--- config.mk ---
export PLATFORM = sky130hd
export DESIGN_NAME = dual_disp_timing
export DESIGN_NICKNAME = d
export VERILOG_FILES = /design/src/rtl/dual_disp_timing_pkg.sv /design/src/rtl/dtg_dot_prescaler.sv /design/src/rtl/dtg_line_sequencer.sv /design/src/rtl/dtg_engine_status.sv /design/src/rtl/dual_disp_timing.sv
export SDC_FILE = /design/constraint.sdc
export NUM_CORES = 1
export LEC_CHECK = 0
export ABC_AREA = 1
export BUFFER_PORTS_ARGS = -buffer_cell sky130_fd_sc_hd__buf_2
export CORE_MARGIN = 1
export CORE_UTILIZATION = 53
export DETAILED_ROUTE_END_ITERATION = 7
export PLACE_DENSITY = 0.78
export SLEW_MARGIN = 10
export SYNTH_ARGS = -nofsm -noshare
export SYNTH_HDL_FRONTEND = slang
export SYNTH_SLANG_ARGS = --single-unit
--- constraint.sdc ---
create_clock -name clk -period 2.1 [get_ports clk]
set_clock_uncertainty 0.2 [all_clocks]
set_input_delay 0.42 -clock clk [delete_from_list [all_inputs] [get_ports clk]]
set_output_delay 0.42 -clock clk [all_outputs]
set_load 0.1 [all_outputs]
--- src/rtl/dual_disp_timing_pkg.sv ---
package dual_disp_timing_pkg;

    typedef enum logic [0:0] {
        PH_ACTIVE = 1'b0,
        PH_HBLANK = 1'b1
    } line_phase_e;

    typedef struct packed {
        logic hdraw_end;
        logic line_adv;
    } line_evt_t;

endpackage

--- src/rtl/dtg_dot_prescaler.sv ---
module dtg_dot_prescaler #(
    parameter int CLK_PER_DOT = 1
) (
    input  logic clk,
    input  logic rst_n,
    output logic dot_tick
);
    localparam int CW = (CLK_PER_DOT > 1) ? $clog2(CLK_PER_DOT) : 1;
    localparam logic [CW-1:0] LAST = CW'(CLK_PER_DOT - 1);

    logic [CW-1:0] cnt_q;

    always_ff @(posedge clk or negedge rst_n) begin
        if (!rst_n)
            cnt_q <= '0;
        else if (cnt_q == LAST)
            cnt_q <= '0;
        else
            cnt_q <= cnt_q + 1'b1;
    end

    assign dot_tick = (cnt_q == LAST);


    tick_spacing_chk: assert property (@(posedge clk) disable iff (!rst_n)
        (CLK_PER_DOT > 1 && dot_tick) |=> !dot_tick);

endmodule

--- src/rtl/dtg_line_sequencer.sv ---
module dtg_line_sequencer
    import dual_disp_timing_pkg::*;
#(
    parameter int ACTIVE_DOTS   = 256,
    parameter int HBLANK_DOTS   = 99,
    parameter int VISIBLE_LINES = 192,
    parameter int TOTAL_LINES   = 263,
    parameter int LINE_W        = 9,
    parameter int DOT_W         = 9
) (
    input  logic              clk,
    input  logic              rst_n,
    input  logic              dot_tick,
    output logic [DOT_W-1:0]  dot_count,
    output logic [LINE_W-1:0] line_count,
    output line_evt_t         evt,
    output logic              draw_start,
    output logic              buf_swap
);
    localparam int LINE_DOTS = ACTIVE_DOTS + HBLANK_DOTS;
    localparam logic [DOT_W-1:0]  LAST_ACT  = DOT_W'(ACTIVE_DOTS - 1);
    localparam logic [DOT_W-1:0]  LAST_DOT  = DOT_W'(LINE_DOTS - 1);
    localparam logic [LINE_W-1:0] LAST_LINE = LINE_W'(TOTAL_LINES - 1);
    localparam logic [LINE_W-1:0] VIS_LINE  = LINE_W'(VISIBLE_LINES);

    line_phase_e       phase_q, phase_d;
    logic [DOT_W-1:0]  dot_q;
    logic [LINE_W-1:0] line_q, line_nxt;
    logic              draw_q, swap_q;

    // next-state and event decode
    always_comb begin
        phase_d = phase_q;
        evt     = '0;
        unique case (phase_q)
            PH_ACTIVE: begin
                if (dot_tick && dot_q == LAST_ACT) begin
                    phase_d       = PH_HBLANK;
                    evt.hdraw_end = 1'b1;
                end
            end
            PH_HBLANK: begin
                if (dot_tick && dot_q == LAST_DOT) begin
                    phase_d      = PH_ACTIVE;
                    evt.line_adv = 1'b1;
                end
            end
            default: phase_d = PH_ACTIVE;
        endcase
    end

    // state register
    always_ff @(posedge clk or negedge rst_n) begin
        if (!rst_n)
            phase_q <= PH_ACTIVE;
        else
            phase_q <= phase_d;
    end

    always_ff @(posedge clk or negedge rst_n) begin
        if (!rst_n)
            dot_q <= '0;
        else if (dot_tick)
            dot_q <= (dot_q == LAST_DOT) ? '0 : dot_q + 1'b1;
    end

    assign line_nxt = (line_q == LAST_LINE) ? '0 : line_q + 1'b1;

    // outputs: line counter and strobes
    always_ff @(posedge clk or negedge rst_n) begin
        if (!rst_n) begin
            line_q <= '0;
            draw_q <= 1'b0;
            swap_q <= 1'b0;
        end else begin
            draw_q <= evt.line_adv && (line_nxt < VIS_LINE);
            swap_q <= evt.line_adv && (line_nxt == VIS_LINE);
            if (evt.line_adv)
                line_q <= line_nxt;
        end
    end

    assign dot_count  = dot_q;
    assign line_count = line_q;
    assign draw_start = draw_q;
    assign buf_swap   = swap_q;


    dot_hold_chk: assert property (@(posedge clk) disable iff (!rst_n)
        !dot_tick |=> $stable(dot_q));

    phase_hblank_chk: assert property (@(posedge clk) disable iff (!rst_n)
        (phase_q == PH_HBLANK) |-> (dot_q > LAST_ACT));

    line_wrap_chk: assert property (@(posedge clk) disable iff (!rst_n)
        (evt.line_adv && line_q == LAST_LINE) |=> (line_q == '0));

    swap_once_chk: assert property (@(posedge clk) disable iff (!rst_n)
        buf_swap |=> !buf_swap);

    swap_line_chk: assert property (@(posedge clk) disable iff (!rst_n)
        buf_swap |-> (line_q == VIS_LINE && dot_q == '0));

    draw_line_chk: assert property (@(posedge clk) disable iff (!rst_n)
        draw_start |-> (line_q < VIS_LINE && dot_q == '0));

endmodule

--- src/rtl/dtg_engine_status.sv ---
module dtg_engine_status
    import dual_disp_timing_pkg::*;
#(
    parameter int VISIBLE_LINES = 192,
    parameter int TOTAL_LINES   = 263,
    parameter int LINE_W        = 9
) (
    input  logic              clk,
    input  logic              rst_n,
    input  line_evt_t         evt,
    input  logic              cmp_we,
    input  logic [LINE_W-1:0] cmp_data,
    output logic              hblank,
    output logic              vblank,
    output logic              coincide,
    output logic [LINE_W-1:0] line_count
);
    localparam logic [LINE_W-1:0] LAST_LINE = LINE_W'(TOTAL_LINES - 1);
    localparam logic [LINE_W-1:0] VIS_LINE  = LINE_W'(VISIBLE_LINES);

    logic [LINE_W-1:0] cmp_q, line_q, line_nxt;
    logic              hblank_q, vblank_q, coin_q;

    assign line_nxt = (line_q == LAST_LINE) ? '0 : line_q + 1'b1;

    always_ff @(posedge clk or negedge rst_n) begin
        if (!rst_n)
            cmp_q <= '0;
        else if (cmp_we)
            cmp_q <= cmp_data;
    end

    always_ff @(posedge clk or negedge rst_n) begin
        if (!rst_n) begin
            line_q   <= '0;
            hblank_q <= 1'b0;
            vblank_q <= 1'b0;
            coin_q   <= 1'b0;
        end else if (evt.line_adv) begin
            line_q   <= line_nxt;
            hblank_q <= 1'b0;
            coin_q   <= (line_nxt == cmp_q);
            if (line_nxt == VIS_LINE)
                vblank_q <= 1'b1;
            else if (line_nxt == LAST_LINE)
                vblank_q <= 1'b0;
        end else if (evt.hdraw_end) begin
            hblank_q <= 1'b1;
        end
    end

    assign hblank     = hblank_q;
    assign vblank     = vblank_q;
    assign coincide   = coin_q;
    assign line_count = line_q;


    hblank_set_chk: assert property (@(posedge clk) disable iff (!rst_n)
        evt.hdraw_end |=> hblank_q);

    coin_hold_chk: assert property (@(posedge clk) disable iff (!rst_n)
        !evt.line_adv |=> $stable(coin_q));

    vblank_span_chk: assert property (@(posedge clk) disable iff (!rst_n)
        vblank_q |-> (line_q >= VIS_LINE && line_q < LAST_LINE));

endmodule

--- src/rtl/dual_disp_timing.sv ---
module dual_disp_timing
    import dual_disp_timing_pkg::*;
#(
    parameter int CLK_PER_DOT   = 1,
    parameter int NUM_ENGINES   = 2,
    parameter int ACTIVE_DOTS   = 256,
    parameter int HBLANK_DOTS   = 99,
    parameter int VISIBLE_LINES = 192,
    parameter int TOTAL_LINES   = 263,
    parameter int LINE_W        = 9,
    parameter int DOT_W         = $clog2(ACTIVE_DOTS + HBLANK_DOTS)
) (
    input  logic                          clk,
    input  logic                          rst_n,
    input  logic [NUM_ENGINES-1:0]        cmp_wr_en,
    input  logic [LINE_W-1:0]             cmp_wr_data,
    output logic [NUM_ENGINES-1:0]        hblank,
    output logic [NUM_ENGINES-1:0]        vblank,
    output logic [NUM_ENGINES-1:0]        coincide,
    output logic [NUM_ENGINES*LINE_W-1:0] line_count,
    output logic [DOT_W-1:0]              dot_count,
    output logic                          draw_start,
    output logic                          buf_swap
);
    logic              dot_tick;
    line_evt_t         evt;
    logic [LINE_W-1:0] seq_line;

    dtg_dot_prescaler #(
        .CLK_PER_DOT (CLK_PER_DOT)
    ) u_presc (
        .clk      (clk),
        .rst_n    (rst_n),
        .dot_tick (dot_tick)
    );

    dtg_line_sequencer #(
        .ACTIVE_DOTS   (ACTIVE_DOTS),
        .HBLANK_DOTS   (HBLANK_DOTS),
        .VISIBLE_LINES (VISIBLE_LINES),
        .TOTAL_LINES   (TOTAL_LINES),
        .LINE_W        (LINE_W),
        .DOT_W         (DOT_W)
    ) u_seq (
        .clk        (clk),
        .rst_n      (rst_n),
        .dot_tick   (dot_tick),
        .dot_count  (dot_count),
        .line_count (seq_line),
        .evt        (evt),
        .draw_start (draw_start),
        .buf_swap   (buf_swap)
    );

    for (genvar e = 0; e < NUM_ENGINES; e++) begin : g_eng
        dtg_engine_status #(
            .VISIBLE_LINES (VISIBLE_LINES),
            .TOTAL_LINES   (TOTAL_LINES),
            .LINE_W        (LINE_W)
        ) u_stat (
            .clk        (clk),
            .rst_n      (rst_n),
            .evt        (evt),
            .cmp_we     (cmp_wr_en[e]),
            .cmp_data   (cmp_wr_data),
            .hblank     (hblank[e]),
            .vblank     (vblank[e]),
            .coincide   (coincide[e]),
            .line_count (line_count[e*LINE_W +: LINE_W])
        );


        engine_track_chk: assert property (@(posedge clk) disable iff (!rst_n)
            line_count[e*LINE_W +: LINE_W] == seq_line);

        engine_flags_chk: assert property (@(posedge clk) disable iff (!rst_n)
            (hblank[e] == hblank[0]) && (vblank[e] == vblank[0]));
    end

endmodule

==> results of run 1 <==
[cell usage after synthesis (all sizes together)]
cell and number:
a21oi 6, a22o 1, and3 1, buf 11, clkbuf 5, clkinv 2, dfrtp 62, ha 9
inv 69, nand2 173, nand3 42, nand3b 1, nand4 9, nor2 57, nor3 7, o21a 1
o21ai 50, o21bai 2, xor2 3
[cells in the final DEF (no fill, tap or decap), types with 2 or more instances in the layout]
| cell type | synthesis | final |
|---|---|---|
| a21oi_1 | 6 | 5 |
| buf_2 | 4 | 47 |
| buf_4 | 6 | 10 |
| clkbuf_8 | 0 | 13 |
| dfrtp_1 | 62 | 41 |
| dfrtp_2 | 0 | 19 |
| dfrtp_4 | 0 | 2 |
| ha_1 | 9 | 8 |
| inv_1 | 69 | 69 |
| nand2_1 | 165 | 163 |
| nand2_2 | 7 | 8 |
| nand3_1 | 39 | 39 |
| nand3_2 | 3 | 2 |
| nand4_1 | 9 | 9 |
| nor2_1 | 49 | 47 |
| nor2_2 | 5 | 7 |
| nor2_4 | 3 | 3 |
| nor3_1 | 6 | 6 |
| o21ai_0 | 46 | 46 |
| o21ai_1 | 4 | 4 |
| o21bai_1 | 2 | 2 |
| xor2_1 | 3 | 3 |
[routing by layer]
metal	share of wire	routed length, um	vias to the layer above	global-route usage
met5	0	0	-	0
met4	0.011	97	0	0.0909
met3	0.058	488	11	0.0452
met2	0.46	3910	114	0.401
met1	0.47	3960	1577	0.362
li1	-	-	1719	-
[sequential cells by signal, summed over array words and instances (netlist names)]
signal / flops
g_eng.u_stat.coincide: 2
u_seq.buf_swap: 1
u_seq.line_count: 9
g_eng.u_stat.cmp_q: 18
u_seq.phase_q: 1
u_seq.dot_count: 9
u_seq.draw_start: 1
g_eng.u_stat.hblank: 1
g_eng.u_stat.vblank: 2
g_eng.u_stat.line_count: 18
[report_power, final]
group          switching, uW  internal (uW)  leakage, uW
logic                   84.9           42.1      0.00130
clock network            472            679     0.000109
registers               15.0           1220     0.000787
[tightest hold or removal path, delay by kind of cell]
kind | cells | cell delay, ns
buffers and inverters | 1 | 0.09
AND/OR/NAND/NOR | 1 | 0.04
AO/OA/AOI/OAI | 1 | 0.06
[worst min-delay path by stage]
stage	startpoint	to	slack (ns)	depth (start not counted)
floorplan	rst_n	g_eng[0].u_stat.cmp_q[0]$_DFFE_PN0P_	-0.08	0
global placement	rst_n	u_seq.dot_count[5]$_DFF_PN0_	0.26	2
detailed placement	rst_n	u_seq.dot_count[3]$_DFF_PN0_	0.26	2
CTS	cmp_wr_data[7]	g_eng[0].u_stat.cmp_q[7]$_DFFE_PN0P_	0.10	3
global route	cmp_wr_data[4]	g_eng[1].u_stat.cmp_q[4]$_DFFE_PN0P_	0.13	3
finish	cmp_wr_data[4]	g_eng[0].u_stat.cmp_q[4]$_DFFE_PN0P_	0.11	3
[area by class of cell]
cell class | instances | area, um^2 | share of cell area
multi-input combinational | 362 | 1750 | 0.411
clock inverter | 2 | 37.5 | 0.00882
tap | 77 | 96.3 | 0.0226
inverter | 71 | 268 | 0.0629
timing repair buffer | 59 | 340 | 0.0800
clock buffer | 14 | 183 | 0.0429
sequential | 62 | 1580 | 0.372
[repair_timing]
action,CTS,global route
gates resized for setup,0,9
endpoints found under the hold margin,62,0
hold buffers,1,0
setup endpoints to repair,0,4
setup buffers,0,6
[through the flow]
step | power, uW | utilization | hold slack (ns) | setup TNS (ns) | instance area [um^2]
after global routing | 2610 | 0.659 | 0.127 | -0.0164 | 4250
after detailed placement | 1390 | 0.610 | 0.256 | 0 | 3940
after global placement | 1390 | 0.610 | 0.257 | 0 | 3940
after CTS | 2530 | 0.646 | 0.101 | 0 | 4170
after floorplan | 1330 | - | -0.0756 | 0 | 3660
final | 2520 | 0.659 | 0.112 | 0 | 4250
[kinds of logic (layout without fill, tap and decap cells)]
| group | Yosys count | after routing | share of synthesized area |
|---|---|---|---|
| flops | 62 | 62 | 0.428 |
| xor+xnor | 3 | 3 | 0.00725 |
| compound gates | 60 | 60 | 0.0860 |
| simple gates | 290 | 290 | 0.347 |
| buf+inv | 87 | 146 | 0.100 |
| fa+ha+maj | 9 | 9 | 0.0311 |
==> key figures, run 1 <==
Clocking
  – Reg clk slew, reported paths: approximately 0.080 ns
  – CTS root buffer: clkbuf_8
  – Clk sink count: 62
  – Cts bufs inserted: 9
  – H-tree Lvls: 3
  – CTS tree: done
  – Clk_lat worst skew: 0.34 ns
  – CTS Buffer Depth: 2

Place
  – Gpl congestion: 0.901
  – # port buffers: 47
  – Inst Count DP: 624
  – Post-Place Worst Slack: 0.0982 ns
  – DP Wirelength: 5.98 mm

Routing
  – # DRC: 0
  – Via count: 3,421
  – Final wirelength: about 8.5 mm
  – Drt pass-1 iters: 7
  – Antenna Nets Post-Route: 0
  – Vias per cell: 5.29
  – Routed len/inst: 13.1 um
  – Initial drt markers: 243

Synth
  – Syn Nets: 533
  – Synthesis Warnings: 0
  – Synth unique cells: 30
  – Area contributors post-synth: dfrtp_1, nand2_1, inv_1, o21ai_0, nand3_1
  – Post-Syn Area: around 3600 um^2
  – Mapped Avg Cell Area: 7.09 um^2
  – Flops & latches, synth: 62
  – Top-area cell type share of the netlist area: 0.428
  – Sequential element share of the synthesized area: 0.428
  – Syn Inst Count: 511
  – Largest area contributor in the netlist: dfrtp_1

Setup path
  – CP Cell Sequence: inv_1 > ha_1 > nand2_1 > nor2_2 > nand2_2 > buf_4 > nand3_1 > inv_1 > nor2_1 > nor2_1 > nand2_1 > nand2_1
  – Worst Setup Start Kind: flop
  – Peak per-stage delay on the critical path: approximately 0.50 ns
  – Reg2Reg Setup Slack: 0.03 ns
  – Crit path max-delay family: simple AND/OR/NAND/NOR gates
  – Reg2reg end: g_eng[1].u_stat.coincide$_DFFE_PN0P_
  – Worst Setup End Kind: flop
  – CP startpoint: g_eng[1].u_stat.line_count[0]$_DFFE_PN0P_
  – Worst EP required: 2.13 ns
  – Stages on worst setup path: 12
  – Most used cell along the critical path: nand2_1
  – CP Buf/Inv Count: 3
  – Critical path's slowest cell: dfrtp_4
  – WP data arrival: around 2.1 ns
  – Worst-case reg-to-reg path depth: 12
  – Worst-path fanout max: 5
  – Worst Setup EP: g_eng[1].u_stat.coincide$_DFFE_PN0P_
  – Reg-to-Reg Start: g_eng[1].u_stat.line_count[0]$_DFFE_PN0P_
  – Crit path kind: flop to flop

Finish
  – Post-route insts no fill: 647
  – Fin nets: 587
  – Layout fillers: 590
  – Area grow syn2layout: 17.4%
  – Diodes inserted: 0
  – Layout cells sized above 1: 0.212

Power
  – Max IR drop VDD: 0.000408 V
  – P per Cell Area: around 600 nW/um^2
  – Leak: 0.00220 uW

Timing
  – FMAX: 484 MHz
  – Final setup violation count: 0
  – Final worst slack: 0.0339 ns
  – Worst-margin pin slew: 0.494 ns
  – Final Critical Period: 2.07 ns
  – Fin. Hold Viols: 0
  – Slew Limit Fails: 0
  – Slew headroom: 0.673
  – Crit share post-route: 0.984

Die
  – Die area: 7170 um^2
  – IO Pins: between 40 and 50
  – Core Rows: 29
  – Die span in y: around 85 um
  – Die X-Extent: 84.7 um
  – Starting density of the core: 0.561
  – Core area: 6460 um^2

Job
  – Max Cap Viol: 0

Global route
  – Grt ovf: 0
  – Total GRT Usage: 0.257
  – Vias in the first global route: 3,187
  – Number of antenna violations at the first check in global routing: 0
  – Largest net degree at the start of global routing: 63
  – First-pass GRT wire length: 14.5 mm

Run status
  – Status: complete, no violations

Hold path
  – HP Class: input pin to flop
No activity file was read; power rests on OpenSTA's default activity.
==> run 2: changes to the inputs <==
Settings changed: SETUP_SLACK_MARGIN set to 0.4.
Clock period 2.1 ns to 2 ns, I/O delays scaled along.
==> run 2 against run 1 <==
Against the previous run: the run now ends with design-rule violations, negative setup slack left; register-to-register slack lost 0.13 ns; flip-flop and latch count is the same; sequential share of layout area fell by 9.5 points.
==> key figures, run 2 (synthesized netlist as in run 1, its figures left out) <==
Die
  – Die span in y: 84.7 um (unchanged)
  – Die X-Extent: 84.7 um (unchanged)
  – Core Rows: 29 (unchanged)
  – IO Pins: 48 (unchanged)
  – Core area: 6460 um^2 (unchanged)
  – Starting density of the core: 0.561 (unchanged)
  – Die area: 7170 um^2 (unchanged)

Setup path
  – Worst Setup Start Kind: flop
  – Crit path kind: flop to flop
  – Worst Setup End Kind: flop
  – Critical path's slowest cell: dfrtp_4
  – CP Cell Sequence: clkinv_4 > ha_4 > inv_1 > nor2_1 > nand2_1 > nor2_4 > o21ai_0 > nand2_1 > nand3_1 > nor2_1 > nand2_1 > nand2_1
  – Worst-path fanout max: 4 (-1)
  – Peak per-stage delay on the critical path: 0.52 ns (+0.02 ns)
  – WP data arrival: 2.19 ns (+0.10 ns)
  – Most used cell along the critical path: nand2_1
  – Worst EP required: 2.09 ns (-0.04 ns)
  – Worst-case reg-to-reg path depth: 12 (unchanged)

Timing
  – Crit share post-route: 1.05 (+0.0631)
  – Final worst slack: -0.0939 ns (-0.128 ns)
  – Slew headroom: 0.639 (-0.0345)
  – Fin Hold WS: 0.0798 ns (-0.0318 ns)
  – Slew Limit Fails: 0 (unchanged)
  – FMAX: 478 MHz (-1.3%)
  – Final setup violation count: 2 (+2)
  – Worst-margin pin slew: 0.542 ns (+0.0483 ns)
  – Final Critical Period: 2.09 ns (+0.0278 ns)
  – Setup TNS: -0.127 ns (-0.127 ns)
  – Fin. Hold Viols: 0 (unchanged)
  – RSZ-0062 raised after global routing: true

Global route
  – Largest net degree at the start of global routing: 27 (-57%)
  – First-pass GRT wire length: 18.6 mm (+28%)
  – Vias in the first global route: 3,870 (+21%)
  – Grt ovf: 0 (unchanged)
  – Total GRT Usage: 0.333 (+0.0760)
  – Number of antenna violations at the first check in global routing: 0 (unchanged)

Hold path
  – Hold Path Depth: 3 (unchanged)
  – HP Class: input pin to flop

Power
  – Combinational Power Share: 0.061 (+0.011)
  – Max IR drop VDD: 0.000402 V (-1.4%)
  – Reg power frac: 0.522 (+0.030)
  – Int Pwr: 1810 uW (-6.9%)
  – NetSw: 689 uW (+20%)
  – Clock Power Share: 0.417 (-0.040)
  – Leak: 0.00270 uW (+23%)
  – P per Cell Area: 430 nW/um^2 (-27%)
  – Net Sw Frac: 0.276 (+0.0483)

Clocking
  – CTS Buffer Depth: 2 (unchanged)
  – Clk_lat worst skew: 0.36 ns (+0.02 ns)
  – H-tree Lvls: 3 (unchanged)
  – Reg clk slew, reported paths: 0.08 ns (about the same)
  – CTS root buffer: clkbuf_8
  – Clk sink count: 62 (unchanged)
  – CTS tree: done
  – Cts bufs inserted: 9 (unchanged)

Finish
  – Layout cells sized above 1: 0.466 (+0.254)
  – Most common cell after layout, fill and taps aside: nand2_1
  – Final Cell Area: 5810 um^2 (+37%)
  – Diodes inserted: 0 (unchanged)
  – Commonest non-fill, non-tap cells in the layout: nand2_1, inv_1, buf_4
  – Fin nets: 654 (+11%)
  – Area grow syn2layout: 60.3%
  – Layout fillers: 257 (-56%)

Place
  – # port buffers: 47 (unchanged)
  – Area of placed instances: 4140 um^2 (+5.0%)
  – DP Wirelength: 6.09 mm (+1.9%)
  – Gpl congestion: 0.919 (+2.0%)

Routing
  – Antenna Nets Post-Route: 0 (unchanged)
  – Initial drt markers: 486 (+100%)
  – Via count: 4,311 (+26%)
  – Vias per cell: 6.04 (+14%)
  – Routed len/inst: 19.9 um (+52%)
  – # DRC: 4 (+4)
  – Final wirelength: 14.2 mm (+68%)
  – Drt pass-1 iters: 8 (+1)

Run status
  – Status: finished, violations left
  – Failing checks: design-rule violations, negative setup slack

Job
  – Max Cap Viol: 0 (unchanged)
-- run 2: changes by cell type in the layout (fill, tap and decap cells not counted), moves of 12 or more --
cell / previous run / this run
o21ai_2: 0 / 12
nor2_2: 7 / 19
buf_6: 0 / 31
buf_4: 10 / 49
o21ai_0: 46 / 25
buf_12: 1 / 29
nand2_1: 163 / 132
nand2_2: 8 / 34
buf_2: 47 / 12
nor2_1: 47 / 24
-- run 2: stage by stage --
stage                      util  setup slack [ns]  instances  total power (uW)
final                     0.900           -0.0939        714              2500
after global routing      0.900            -0.127        714              2570
after CTS                 0.807             0.138        688              2440
after detailed placement  0.641            0.0148        629              1460
after global placement    0.641            0.0852        629              1460
after floorplan               -            0.0832        511              1390
-- run 2: final timing paths --
kind	slack, ns	to	startpoint
setup reg to reg	-0.09	g_eng[1].u_stat.coincide$_DFFE_PN0P_	g_eng[1].u_stat.line_count[0]$_DFFE_PN0P_
max in group asynchronous	0.69	g_eng[0].u_stat.line_count[7]$_DFFE_PN0P_	rst_n
hold reg to reg	0.31	g_eng[0].u_stat.coincide$_DFFE_PN0P_	g_eng[0].u_stat.coincide$_DFFE_PN0P_
setup / recovery	-0.09	g_eng[1].u_stat.coincide$_DFFE_PN0P_	g_eng[1].u_stat.line_count[0]$_DFFE_PN0P_
min in group asynchronous	0.36	u_seq.dot_count[4]$_DFF_PN0_	rst_n
hold / removal	0.08	g_eng[0].u_stat.cmp_q[4]$_DFFE_PN0P_	cmp_wr_data[4]
-- run 2: per-layer routing --
metal | vias to the layer above | routed length, um | track usage
met5 | - | 0 | 0
li1 | 1848 | - | -
met2 | 329 | 7230 | 0.570
met3 | 107 | 1120 | 0.0610
met1 | 2027 | 5000 | 0.404
met4 | 0 | 826 | 0.165
-- run 2: area by class of cell --
type | instances | area (um^2) | area share
sequential | 62 | 1610 | 0.277
tap | 77 | 96.3 | 0.0166
clock buffer | 12 | 145 | 0.0250
timing repair buffer | 124 | 1400 | 0.240
clock inverter | 4 | 22.5 | 0.00388
multi-input combinational | 364 | 2240 | 0.386
inverter | 71 | 294 | 0.0506
-- run 2: power by group through the flow --
stage | clock (uW) | sequential (uW) | combinational, uW
2_1_floorplan | 0 | 1320 | 71.5
6_report | 1040 | 1310 | 152
4_1_cts | 998 | 1300 | 138
3_5_place_dp | 0 | 1330 | 137
5_1_grt | 1090 | 1310 | 171
3_3_place_gp | 0 | 1330 | 133
-- run 2: worst max-delay path, delay by kind of cell (launching register included) --
family                   cells  cell delay, ns
AO/OA/AOI/OAI                1            0.14
adder cells (fa/ha/maj)      1            0.12
buffers and inverters        2            0.13
flip-flops                   1            0.52
AND/OR/NAND/NOR              8            0.92
-- run 2: what timing repair did --
action                                 4_1_cts  5_1_grt
setup endpoints to repair                   71       71
pin swaps                                   19       43
setup buffers                               38       26
resized for setup                          165      128
endpoints found under the hold margin       16        0
hold buffers                                 1        0
cloned                                       4        0
